<file path="src/rtl/irq_route_pkg.sv">
// Package: shared sizes, peripheral indices and per-pin menu/field helpers
// for the interrupt routing matrix. Pin index order is IRQ3, IRQ4, IRQ5, IRQ7.
package irq_route_pkg;
    localparam int NUM_PINS = 4;
    localparam int NUM_SRC  = 4;
    localparam int SEL_W    = 2;
    localparam int CFG_W    = NUM_PINS * SEL_W;

    // Peripheral indices
    localparam int SRC_SER_A = 0;
    localparam int SRC_SER_B = 1;
    localparam int SRC_PAR_A = 2;
    localparam int SRC_PAR_B = 3;

    // Menu kinds
    localparam int MENU_SERIAL = 0;  // 10 -> ser A, 11 -> ser B, else none
    localparam int MENU_PAR_SA = 1;  // 01 -> ser A, 10 -> par A, 11 -> par B
    localparam int MENU_PAR_SB = 2;  // 01 -> ser B, 10 -> par A, 11 -> par B

    // Least significant bit of each pin's source field in the routing byte
    function automatic int pin_field_lsb(input int pin);
        case (pin)
            0:       return 6;
            1:       return 4;
            2:       return 0;
            default: return 2;
        endcase
    endfunction

    // Menu kind used by each pin
    function automatic int pin_menu(input int pin);
        case (pin)
            0, 1:    return MENU_SERIAL;
            2:       return MENU_PAR_SB;
            default: return MENU_PAR_SA;
        endcase
    endfunction
endpackage

</file>
<file path="src/rtl/irq_src_decode.sv">
// Module: irq_src_decode
// Turns one pin's source code into a one-hot peripheral pick and a valid flag.
// Assumes MENU is one of the package menu kinds; reserved codes give valid=0.
module irq_src_decode
    import irq_route_pkg::*;
#(
    parameter int MENU  = MENU_SERIAL,
    parameter int SW    = SEL_W,
    parameter int NSRC  = NUM_SRC
) (
    input  logic            clk,
    input  logic            rst_n,
    input  logic [SW-1:0]   code,
    output logic [NSRC-1:0] pick,
    output logic            valid
);
    // Decode the code against this pin's menu
    always_comb begin
        pick = '0;
        if (MENU == MENU_SERIAL) begin
            case (code)
                2'b10:   pick[SRC_SER_A] = 1'b1;
                2'b11:   pick[SRC_SER_B] = 1'b1;
                default: pick = '0;
            endcase
        end else begin
            case (code)
                2'b01:   pick[(MENU == MENU_PAR_SA) ? SRC_SER_A : SRC_SER_B] = 1'b1;
                2'b10:   pick[SRC_PAR_A] = 1'b1;
                2'b11:   pick[SRC_PAR_B] = 1'b1;
                default: pick = '0;
            endcase
        end
    end

    // Valid whenever any peripheral was picked
    always_comb valid = |pick;

    // R8 (single pick per pin; sharing happens only across pins)
    pick_onehot_chk: assert property (@(posedge clk) disable iff (!rst_n)
        $onehot0(pick));


    code_zero_idle_chk: assert property (@(posedge clk) disable iff (!rst_n)
        (code == '0) |-> !valid);
endmodule

</file>
<file path="src/rtl/irq_pin_stage.sv">
// Module: irq_pin_stage
// Gates one pin's picked request by the peripheral enable, applies polarity
// and registers the pin value and output-enable. Value is 0 when not driven.
module irq_pin_stage #(
    parameter int NSRC = 4
) (
    input  logic            clk,
    input  logic            rst_n,
    input  logic [NSRC-1:0] pick,
    input  logic            valid,
    input  logic            pol,
    input  logic [NSRC-1:0] per_req,
    input  logic [NSRC-1:0] per_en,
    output logic            val_q,
    output logic            oe_q
);
    logic src_on;
    logic src_req;
    logic nxt_oe;
    logic nxt_val;

    // Select the picked peripheral's enable and request
    always_comb begin
        src_on  = |(pick & per_en);
        src_req = |(pick & per_req);
        nxt_oe  = valid & src_on;
        nxt_val = nxt_oe & (src_req ^ ~pol);
    end

    // Register the pin outputs; cleared by synchronous reset
    always_ff @(posedge clk) begin
        if (!rst_n) begin
            val_q <= 1'b0;
            oe_q  <= 1'b0;
        end else begin
            val_q <= nxt_val;
            oe_q  <= nxt_oe;
        end
    end


    idle_low_chk: assert property (@(posedge clk) disable iff (!rst_n)
        !oe_q |-> !val_q);
endmodule

</file>
<file path="src/rtl/irq_route_matrix.sv">
// Module: irq_route_matrix (top)
// Routes four peripheral requests onto four pins by per-pin source codes and
// polarity bits. Outputs are registered one cycle after the inputs.
// Assumes configuration inputs come from registers outside this block.
module irq_route_matrix
    import irq_route_pkg::*;
(
    input  logic                clk,
    input  logic                rst_n,
    input  logic [CFG_W-1:0]    route_cfg,
    input  logic [NUM_PINS-1:0] pol_cfg,
    input  logic [NUM_SRC-1:0]  per_req,
    input  logic [NUM_SRC-1:0]  per_en,
    output logic [NUM_PINS-1:0] irq_val,
    output logic [NUM_PINS-1:0] irq_oe
);
    logic [NUM_SRC-1:0] pick [NUM_PINS];
    logic [NUM_PINS-1:0] pin_valid;

    for (genvar p = 0; p < NUM_PINS; p++) begin : g_pin
        localparam int LSB = pin_field_lsb(p);

        irq_src_decode #(
            .MENU (pin_menu(p)),
            .SW   (SEL_W),
            .NSRC (NUM_SRC)
        ) dec_i (
            .clk   (clk),
            .rst_n (rst_n),
            .code  (route_cfg[LSB +: SEL_W]),
            .pick  (pick[p]),
            .valid (pin_valid[p])
        );

        irq_pin_stage #(
            .NSRC (NUM_SRC)
        ) stage_i (
            .clk     (clk),
            .rst_n   (rst_n),
            .pick    (pick[p]),
            .valid   (pin_valid[p]),
            .pol     (pol_cfg[p]),
            .per_req (per_req),
            .per_en  (per_en),
            .val_q   (irq_val[p]),
            .oe_q    (irq_oe[p])
        );


        src_gate_chk: assert property (@(posedge clk) disable iff (!rst_n)
            irq_oe[p] |-> $past(|(pick[p] & per_en)));


        pol_high_chk: assert property (@(posedge clk) disable iff (!rst_n)
            (irq_oe[p] && $past(pol_cfg[p])) |-> (irq_val[p] == $past(|(pick[p] & per_req))));


        pol_low_chk: assert property (@(posedge clk) disable iff (!rst_n)
            (irq_oe[p] && !$past(pol_cfg[p])) |-> (irq_val[p] != $past(|(pick[p] & per_req))));
    end


    reset_quiet_chk: assert property (@(posedge clk) disable iff (!rst_n)
        $past(!rst_n) |-> (irq_oe == '0 && irq_val == '0));


    shared_src_chk: assert property (@(posedge clk) disable iff (!rst_n)
        (irq_oe[0] && irq_oe[1] && $past(pick[0] == pick[1] && pol_cfg[0] == pol_cfg[1]))
            |-> (irq_val[0] == irq_val[1]));
endmodule

</file>
<file path="config.mk">
export PLATFORM = sky130hd
export DESIGN_NAME = irq_route_matrix
export DESIGN_NICKNAME = d
export VERILOG_FILES = /design/src/rtl/irq_route_pkg.sv /design/src/rtl/irq_src_decode.sv /design/src/rtl/irq_pin_stage.sv /design/src/rtl/irq_route_matrix.sv
export SDC_FILE = /design/constraint.sdc
export NUM_CORES = 1
export LEC_CHECK = 0
export CAP_MARGIN = 20
export CORE_AREA = 2 2 39 41
export DETAILED_ROUTE_END_ITERATION = 8
export DIE_AREA = 0 0 41 43
export DONT_BUFFER_PORTS = 1
export PLACE_DENSITY = 0.57
export SLEW_MARGIN = 5
export SYNTH_ARGS = -nofsm -noshare
export SYNTH_HDL_FRONTEND = slang
export SYNTH_HIERARCHICAL = 1
export SYNTH_SLANG_ARGS = --single-unit
export TNS_END_PERCENT = 5
</file>
<file path="constraint.sdc">
create_clock -name clk -period 2.25 [get_ports clk]
set_input_delay 0 -clock clk [delete_from_list [all_inputs] [get_ports clk]]
set_output_delay 0 -clock clk [all_outputs]
set_load 0.1 [all_outputs]
</file>
==> run metrics, run 1 <==
Yosys warnings=6; FMAX=0.774 GHz; leading area contributor after synthesis=dfxtp_1; fillers=150; crit share post-route=57.5%; peak supply drop=0.154 mV; CTS Buffer Depth=2; synth cell count leaders=a22o_1 (8), a22oi_1 (8), dfxtp_1 (8), buf_4 (6); routed wire length=1.12 mm; post-DR wirelength/cell=12.5 µm; Syn Area/Cell=8.21 µm²; placed cells=78; Pwr Density=583 nW/µm²; CTS root buf=clkbuf_4; drt pass-1 iters=2; initial antenna violation count=0; Power, Total=0.376 mW; Worst Tran Pin Value=0.938 ns; leading post-synthesis cells by cell area=dfxtp_1 (29%), a22o_1 (13%), a22oi_1 (11%); Post-synth ARST share=0%; Die W=41 µm; clock sink count=8; Netlist cell types=15; Req. time, crit path=2.43 ns; Post CTS Setup Buffer Count=0; nets=98; Slew HR=37.4%; startpoint class of the critical path=input pin; num rows=14; Vias=488; io pins=30; grt total ovfl=0; EDFF count, synth=0; Layout area overhead=15.7%; Final Instance Count excl. Fillers=90; Die Area=1760 µm²; min-delay worst type=in2reg; Mapped Cells=68; Fin. Hold Viols=0; largest net degree at the start of global routing=5; Setup TNS=0 ns; Detail Placement HPWL=958 µm; CP Capture Type=register; DRC Markers=0; Initial Util=40.3%; Port Buffers=0; core area=1380 µm²; vias in the first global route=461; routability cong.=0.737; Antenna Cells=0; Top FF cell, synth=dfxtp_1; # H-tree levels=1; CP arrival=1.47 ns; status=finished, final reports clean; Die Ht=43 µm; number of DRC markers in iteration 0=2; critical path peak fanout=3; setup violators final=0; TritonCTS clock tree=yes; share of the synthesized area in the top cell type=28.7%; first-pass GRT wire length=1.70 mm; max_cap viols=0; Clock transition at path regs=0.05 ns; final max-slew violation count=0; critical path class=in2reg; #FFs+latches synth=8; CTS resizes=0; GRT Total Usage=14.1%; minimum clock period=1.29 ns; RSZ-0062 raised after global routing=no; Num CTS Buffers=3; Cell Area, Synth=558 µm²; ANT nets after route=0; fin util=46.7%; fraction of layout cells with a size suffix above 1=14.9%; register area share after synthesis=28.7%; Static Leakage=0.259 nW; routed vias/inst=5.42
layout by cell type (no fill, tap or decap):
master	n
a21boi_1	4
a21oi_1	4
a22o_1	8
a22oi_1	8
and2_2	4
and2b_2	4
clkbuf_4	3
conb_1	6
dfxtp_1	8
dlygate4sd3_1	9
nand2_1	4
nor2b_1	2
o21ai_0	4
or2_1	2
or3_1	4
state kept, by name (all words and copies together) (netlist names):
| register | count |
|---|---|
| g_pin.stage_i/oe_q | 4 |
| g_pin.stage_i/val_q | 4 |
per-layer routing:
| layer | global-route usage [%] | wire [µm] | vias to the layer above |
|---|---|---|---|
| li1 | - | - | 248 |
| met1 | 15.3 | 444 | 218 |
| met2 | 22.5 | 566 | 22 |
| met3 | 2.62 | 111 | 0 |
| met4 | 10.7 | 0 | 0 |
| met5 | 0 | 0 | - |
critical path: stages:
cell and delay, ns:
dlygate4sd3_1 0.52, nand2_1 0.04, dlygate4sd3_1 0.54, a21oi_1 0.18, a21boi_1 0.18
report_power, final:
| group | total (mW) | internal (mW) | leakage, nW | switching [mW] |
|---|---|---|---|---|
| logic | 0.0631 | 0.0390 | 0.180 | 0.0242 |
| clock network | 0.103 | 0.0606 | 0.0138 | 0.0422 |
| registers | 0.211 | 0.150 | 0.0656 | 0.0605 |
layout make-up:
class                           instances  area (µm²)  area share [%]
Multi-Input combinational cell         54         353            54.7
Timing Repair Buffer                    9        90.1            14.0
Tap cell                               16        20.0            3.10
Clock buffer                            3        22.5            3.49
Sequential cell                         8         160            24.8
cells by family (layout without fill, tap and decap cells):
logic type      Yosys count  after routing  share of synthesized area, %
simple gates             20             20                          23.3
buf+inv                   8             12                          9.42
compound gates           28             28                          35.9
flops                     8              8                          28.7
other cells               4              6                          2.69
worst paths after layout:
path | start | to | slack [ns] | cells after the start
worst min-delay path | per_en[1] | g_pin[0].stage_i/oe_q | 0.01 | 2
worst max-delay path | route_cfg[5] | g_pin[1].stage_i/val_q | 0.96 | 5
metrics by stage:
stage	hold slack, ns	instance area [µm²]	setup slack (ns)
after floorplan	0.131	566	1.33
after detailed placement	0.144	533	1.27
final	0.0110	646	0.957
after global placement	0.145	533	1.30
after CTS	0.00784	646	0.979
after global routing	0.0245	646	0.935
timing repair:
action                                 in CTS  in global routing
endpoints found under the hold margin       8                  0
setup endpoints to repair                   0                  0
hold buffers                                9                  0
Note: power is estimated with default switching activity, not from simulation.
==> run 2, diff against run 1 <==
- ABC_AREA: unset -> 1
- PLACE_DENSITY: 0.57 -> 0.7
- clock period: 2.25 -> 1.3 ns (I/O delays scaled with it)
==> run metrics, run 2 <==
status=finished, final reports clean; Levels on crit path=6 (+1); Reg power frac=34.5% (-21 points); Worst path max stage delay=0.55 ns (about the same); Num CTS Buffers=3 (unchanged); final max-slew violation count=0 (unchanged); Top FF cell, synth=dfxtp_1; clock sink count=8 (unchanged); critical path's top delay family=buffers and inverters; Mapped Cells=130 (+91%); num rows=14 (unchanged); Port Buffers=0 (unchanged); Die Area=1760 µm² (unchanged); commonest non-fill, non-tap cell in the layout=nand2_1; critical path peak fanout=4 (+1); setup violators final=0 (unchanged); #FFs+latches synth=8 (unchanged); routed vias/inst=4.50 (-17%); Gate power share=40.1% (+23 points); nets=171 (+74%); Power, Total=0.766 mW (+100%); Int Power=0.463 mW (+86%); largest net degree at the start of global routing=5 (unchanged); Pwr Density=862 nW/µm² (+48%); share of the synthesized area in the top cell type=32.7% (+4.0 points); synth cell count leaders=nand2_1 (62), inv_1 (14), nor2_2 (10), dfxtp_1 (8), nor2_1 (8); Vias=733 (+50%); FMAX=0.810 GHz; TritonCTS clock tree=yes; CP arrival=1.38 ns (-0.09 ns); # H-tree levels=1 (unchanged); placed cell area=746 µm² (+40%); Die W=41 µm (unchanged); peak supply drop=0.408 mV (+160%); Layout area overhead=25.0%; initial antenna violation count=0 (unchanged); drt pass-1 iters=4 (+2); Post CTS Setup Buffer Count=0 (unchanged); post-DR wirelength/cell=9.80 µm (-21%); routability cong.=0.778 (+5.6%); M1 GR Usage=21.7% (+6.4 points); placed cells=148 (+90%); Req. time, crit path=1.45 ns (-0.98 ns); busiest grt layer=met2; register area share after synthesis=22.5% (-6.2 points); Yosys warnings=6 (unchanged); Sw Ratio=39.5% (+5.8 points); vias in the first global route=630 (+37%); Setup TNS=0 ns (unchanged); critical-path cell list=dlygate4sd3_1 -> nand2_1 -> nand2_1 -> nor2_2 -> nor2_4 -> dlygate4sd3_1; fin util=64.2% (+18 points); crit share post-route=95.0%; cts hold-fix bufs=12 (+3); RSZ-0062 raised after global routing=no; GRT Total Usage=21.3% (+7.2 points); routed wire length=1.60 mm (+42%); Clock transition at path regs=0.06 ns (about the same); number of DRC markers in iteration 0=14 (+12); Post-synth ARST share=0% (unchanged); EDFF count, synth=0 (unchanged); GR Util met2=33.8% (+11 points); count leader, synth=nand2_1; Hold Slack=0.0137 ns (+0.00268 ns); Syn Area/Cell=5.47 µm² (-33%); grt total ovfl=0 (unchanged); leading area contributor after synthesis=nand2_1; Final Cell Area=888 µm² (+38%); Static Leakage=0.532 nW (+110%); Crit path buffers/inverters=2 (unchanged); ANT nets after route=0 (unchanged); Cell Area, Synth=711 µm² (+27%); Die Ht=43 µm (unchanged); CTS Buffer Depth=2 (unchanged); CP Capture Type=register; startpoint class of the critical path=input pin; Antenna Cells=0 (unchanged); Final Instance Count excl. Fillers=163 (+81%); Hold Path Depth=4 (+2); pre-CTS setup slack=0.689 ns (-0.578 ns); fin worst setup slack=0.0648 ns (-0.893 ns); min-delay worst type=in2reg; fraction of layout cells with a size suffix above 1=22.4% (+7.6 points); Fin. Hold Viols=0 (unchanged); CP max-delay cell=dlygate4sd3_1; Initial Util=51.4% (+11 points); first-pass GRT wire length=2.53 mm (+48%); largest registers=g_pin.stage_i/oe_q: 4 flops, g_pin.stage_i/val_q: 4 flops; CTS resizes=0 (unchanged); core area=1380 µm² (unchanged); clock share of power=25.4% (-1.9 points); DRC Markers=0 (unchanged); Switch Pwr=0.302 mW (+140%); io pins=30 (unchanged); CTS root buf=clkbuf_4; minimum clock period=1.24 ns; Detail Placement HPWL=1.20 mm (+25%); critical path class=in2reg; Netlist cell types=12 (-3); leading post-synthesis cells by cell area=nand2_1 (33%), dfxtp_1 (23%), nor2_2 (8.8%); grt met3 use=8.38% (+5.8 points); most frequent cells in the layout=nand2_1 (62), inv_1 (14), dlygate4sd3_1 (12); max_cap viols=0 (unchanged)
-- run 2: cell count changes after synthesis, moves of 8 or more --
| cell | previous run | this run |
|---|---|---|
| nand2_1 | 4 | 62 |
| nor2_2 | 0 | 10 |
| nor2_1 | 0 | 8 |
| a22o_1 | 8 | 0 |
| inv_1 | 0 | 14 |
| a22oi_1 | 8 | 0 |
-- run 2: kinds of logic (layout without fill, tap and decap cells) --
group | Yosys count | in the layout | synth area share, %
buf+inv | 26 | 41 | 16.9
compound gates | 4 | 4 | 2.82
simple gates | 88 | 88 | 55.6
other cells | 4 | 6 | 2.11
flops | 8 | 8 | 22.5
-- run 2: routing by layer --
layer / vias up / routed length [µm] / share of wire (%)
li1: 395 / - / -
met1: 305 / 580 / 36
met2: 27 / 823 / 52
met3: 6 / 151 / 9.4
met4: 0 / 42 / 2.6
met5: - / 0 / 0
-- run 2: area by class of cell --
type / count / area (µm²)
inverters: 18 / 67.6
multi-input cells: 98 / 438
flip-flops and latches: 8 / 160
repair buffers: 20 / 180
well taps: 16 / 20.0
fillers: 128 / 495
clock buffers: 3 / 22.5
-- run 2: worst min-delay path, stage by stage --
cell     delay (ns)
nand2_1        0.03
nand2_1        0.07
nor2_2         0.05
nor2_4         0.08
-- run 2: final timing paths --
check  startpoint               endpoint  slack [ns]
max     per_en[3]  g_pin[2].stage_i/oe_q        0.06
min     per_en[1]  g_pin[1].stage_i/oe_q        0.01
-- run 2: power by group through the flow --
stage / combinational, mW / sequential (mW) / clock, mW
after global placement: 0.263 / 0.269 / 0
final: 0.307 / 0.264 / 0.195
after detailed placement: 0.268 / 0.269 / 0
after floorplan: 0.140 / 0.377 / 0
after global routing: 0.330 / 0.266 / 0.219
after CTS: 0.303 / 0.264 / 0.201
==> run 3, diff against run 2 <==
- CORE_AREA: 2 2 39 41 -> 3 3 40 42
- DIE_AREA: 0 0 41 43 -> 0 0 43 45
- TNS_END_PERCENT: 5 -> unset
- clock period: 1.3 -> 1.36 ns (I/O delays scaled with it)
==> run metrics, run 3 (synthesis gave the netlist of run 2 again) <==
Initial Util=55.3% (+4.0 points); Pwr Density=846 nW/µm² (-1.8%); Post CTS Setup Buffer Count=0 (unchanged); hold path endpoint=g_pin[2].stage_i/oe_q; # H-tree levels=1 (unchanged); critical-path cell list=dlygate4sd3_1 -> nand2_2 -> dlygate4sd3_1 -> nor2_4 -> inv_2 -> nor2_2; status=finished, final reports clean; min-delay worst type=in2reg; initial antenna violation count=0 (unchanged); commonest non-fill, non-tap cell in the layout=nand2_1; minimum clock period=1.25 ns; most frequent cells in the layout=nand2_1 (62), inv_1 (14), nor2_2 (10); vias in the first global route=704 (+12%); clock sink count=8 (unchanged); crit share post-route=92.0%; Req. time, crit path=1.55 ns (+0.10 ns); Hold Startpoint=route_cfg[0]; FMAX=0.799 GHz; Hold Path Depth=4 (unchanged); Antenna Cells=0 (unchanged); Die Area=1940 µm² (+9.8%); peak supply drop=0.382 mV (-6.4%); CP arrival=1.45 ns (+0.07 ns); final max-slew violation count=0 (unchanged); critical path's top delay family=buffers and inverters; core area=1280 µm² (-7.1%); CTS resizes=0 (unchanged); num rows=13 (-1); fraction of layout cells with a size suffix above 1=22.9% (+0.47 points); largest net degree at the start of global routing=5 (unchanged); CP max-delay cell=dlygate4sd3_1; CTS root buf=clkbuf_4; routability cong.=0.790 (+1.6%); startpoint class of the critical path=input pin; Num CTS Buffers=3 (unchanged); critical path peak fanout=3 (-1); GRT Total Usage=19.7% (-1.7 points); first-pass GRT wire length=2.83 mm (+12%); drt pass-1 iters=6 (+2); TritonCTS clock tree=yes; max_cap viols=0 (unchanged); Crit path buffers/inverters=3 (+1); grt total ovfl=0 (unchanged); io pins=30 (unchanged); routed wire length=1.70 mm (+6.1%); ANT nets after route=0 (unchanged); Worst path max stage delay=0.59 ns (+0.04 ns); Vias=735 (+0.27%); critical path class=in2reg; Layout area overhead=20.6%; Most Frequent Cell on Critical Path=dlygate4sd3_1; Setup TNS=0 ns (unchanged); post-DR wirelength/cell=10.7 µm (+8.7%); nets=168 (-1.8%); CP Capture Type=register; RSZ-0062 raised after global routing=no; cts hold-fix bufs=9 (-3); Port Buffers=0 (unchanged); Power, Total=0.725 mW (-5.3%); Detail Placement HPWL=1.25 mm (+4.4%); fillers=117 (-8.6%); Fin. Hold Viols=0 (unchanged); Levels on crit path=6 (unchanged); Static Leakage=0.515 nW (-3.3%); CTS Buffer Depth=2 (unchanged); routed vias/inst=4.62 (+2.8%); number of DRC markers in iteration 0=26 (+12); Die W=43 µm (+4.9%); Clock transition at path regs=0.06 ns (about the same); largest registers=g_pin.stage_i/oe_q: 4 flops, g_pin.stage_i/val_q: 4 flops; DRC Markers=0 (unchanged); setup violators final=0 (unchanged); Die Ht=45 µm (+4.7%)
[run 3: changes by cell type in the layout (fill, tap and decap cells not counted), sizes merged]
cell         delta
dlygate4sd3     -3
[run 3: how the worst max path moves through the flow]
stage	from	end	slack, ns
CTS	route_cfg[7]	g_pin[0].stage_i/val_q	0.13
floorplan	g_pin[0].stage_i/oe_q	irq_oe[0]	0.45
global placement	route_cfg[2]	g_pin[3].stage_i/val_q	0.76
finish	route_cfg[7]	g_pin[0].stage_i/val_q	0.11
detailed placement	route_cfg[0]	g_pin[2].stage_i/val_q	0.74
global route	route_cfg[7]	g_pin[0].stage_i/val_q	0.05
[run 3: per-layer routing]
metal | share of wire (%) | GRT usage (%)
met2 | 52 | 37.4
met4 | 3.2 | 8.43
met5 | 0 | 0
met3 | 8.1 | 4.38
met1 | 36 | 20.7
[run 3: layout make-up]
cell class                      count  area (µm²)  share of cell area, %
Multi-Input combinational cell     98         438                   51.1
Sequential cell                     8         160                   18.7
Timing Repair Buffer               17         150                   17.5
Inverter                           18        67.6                   7.88
Clock buffer                        3        22.5                   2.63
Tap cell                           15        18.8                   2.19
[run 3: stage by stage]
stage	instance area [µm²]	utilization [%]	instances	hold WS (ns)	worst slack [ns]
final	857	66.7	159	0.00816	0.109
after CTS	857	66.7	159	0.00433	0.135
after global routing	857	66.7	159	0.0190	0.0530
after global placement	744	57.9	147	0.148	0.763
after floorplan	718	-	132	0.155	0.451
after detailed placement	744	57.9	147	0.150	0.737
[run 3: power breakdown]
part	switching, mW	total [mW]	leakage, nW	internal (mW)
sequential	0.00415	0.253	0.0657	0.249
combinational	0.198	0.284	0.435	0.0860
clock	0.0876	0.189	0.0138	0.101
total	0.289	0.725	0.515	0.436
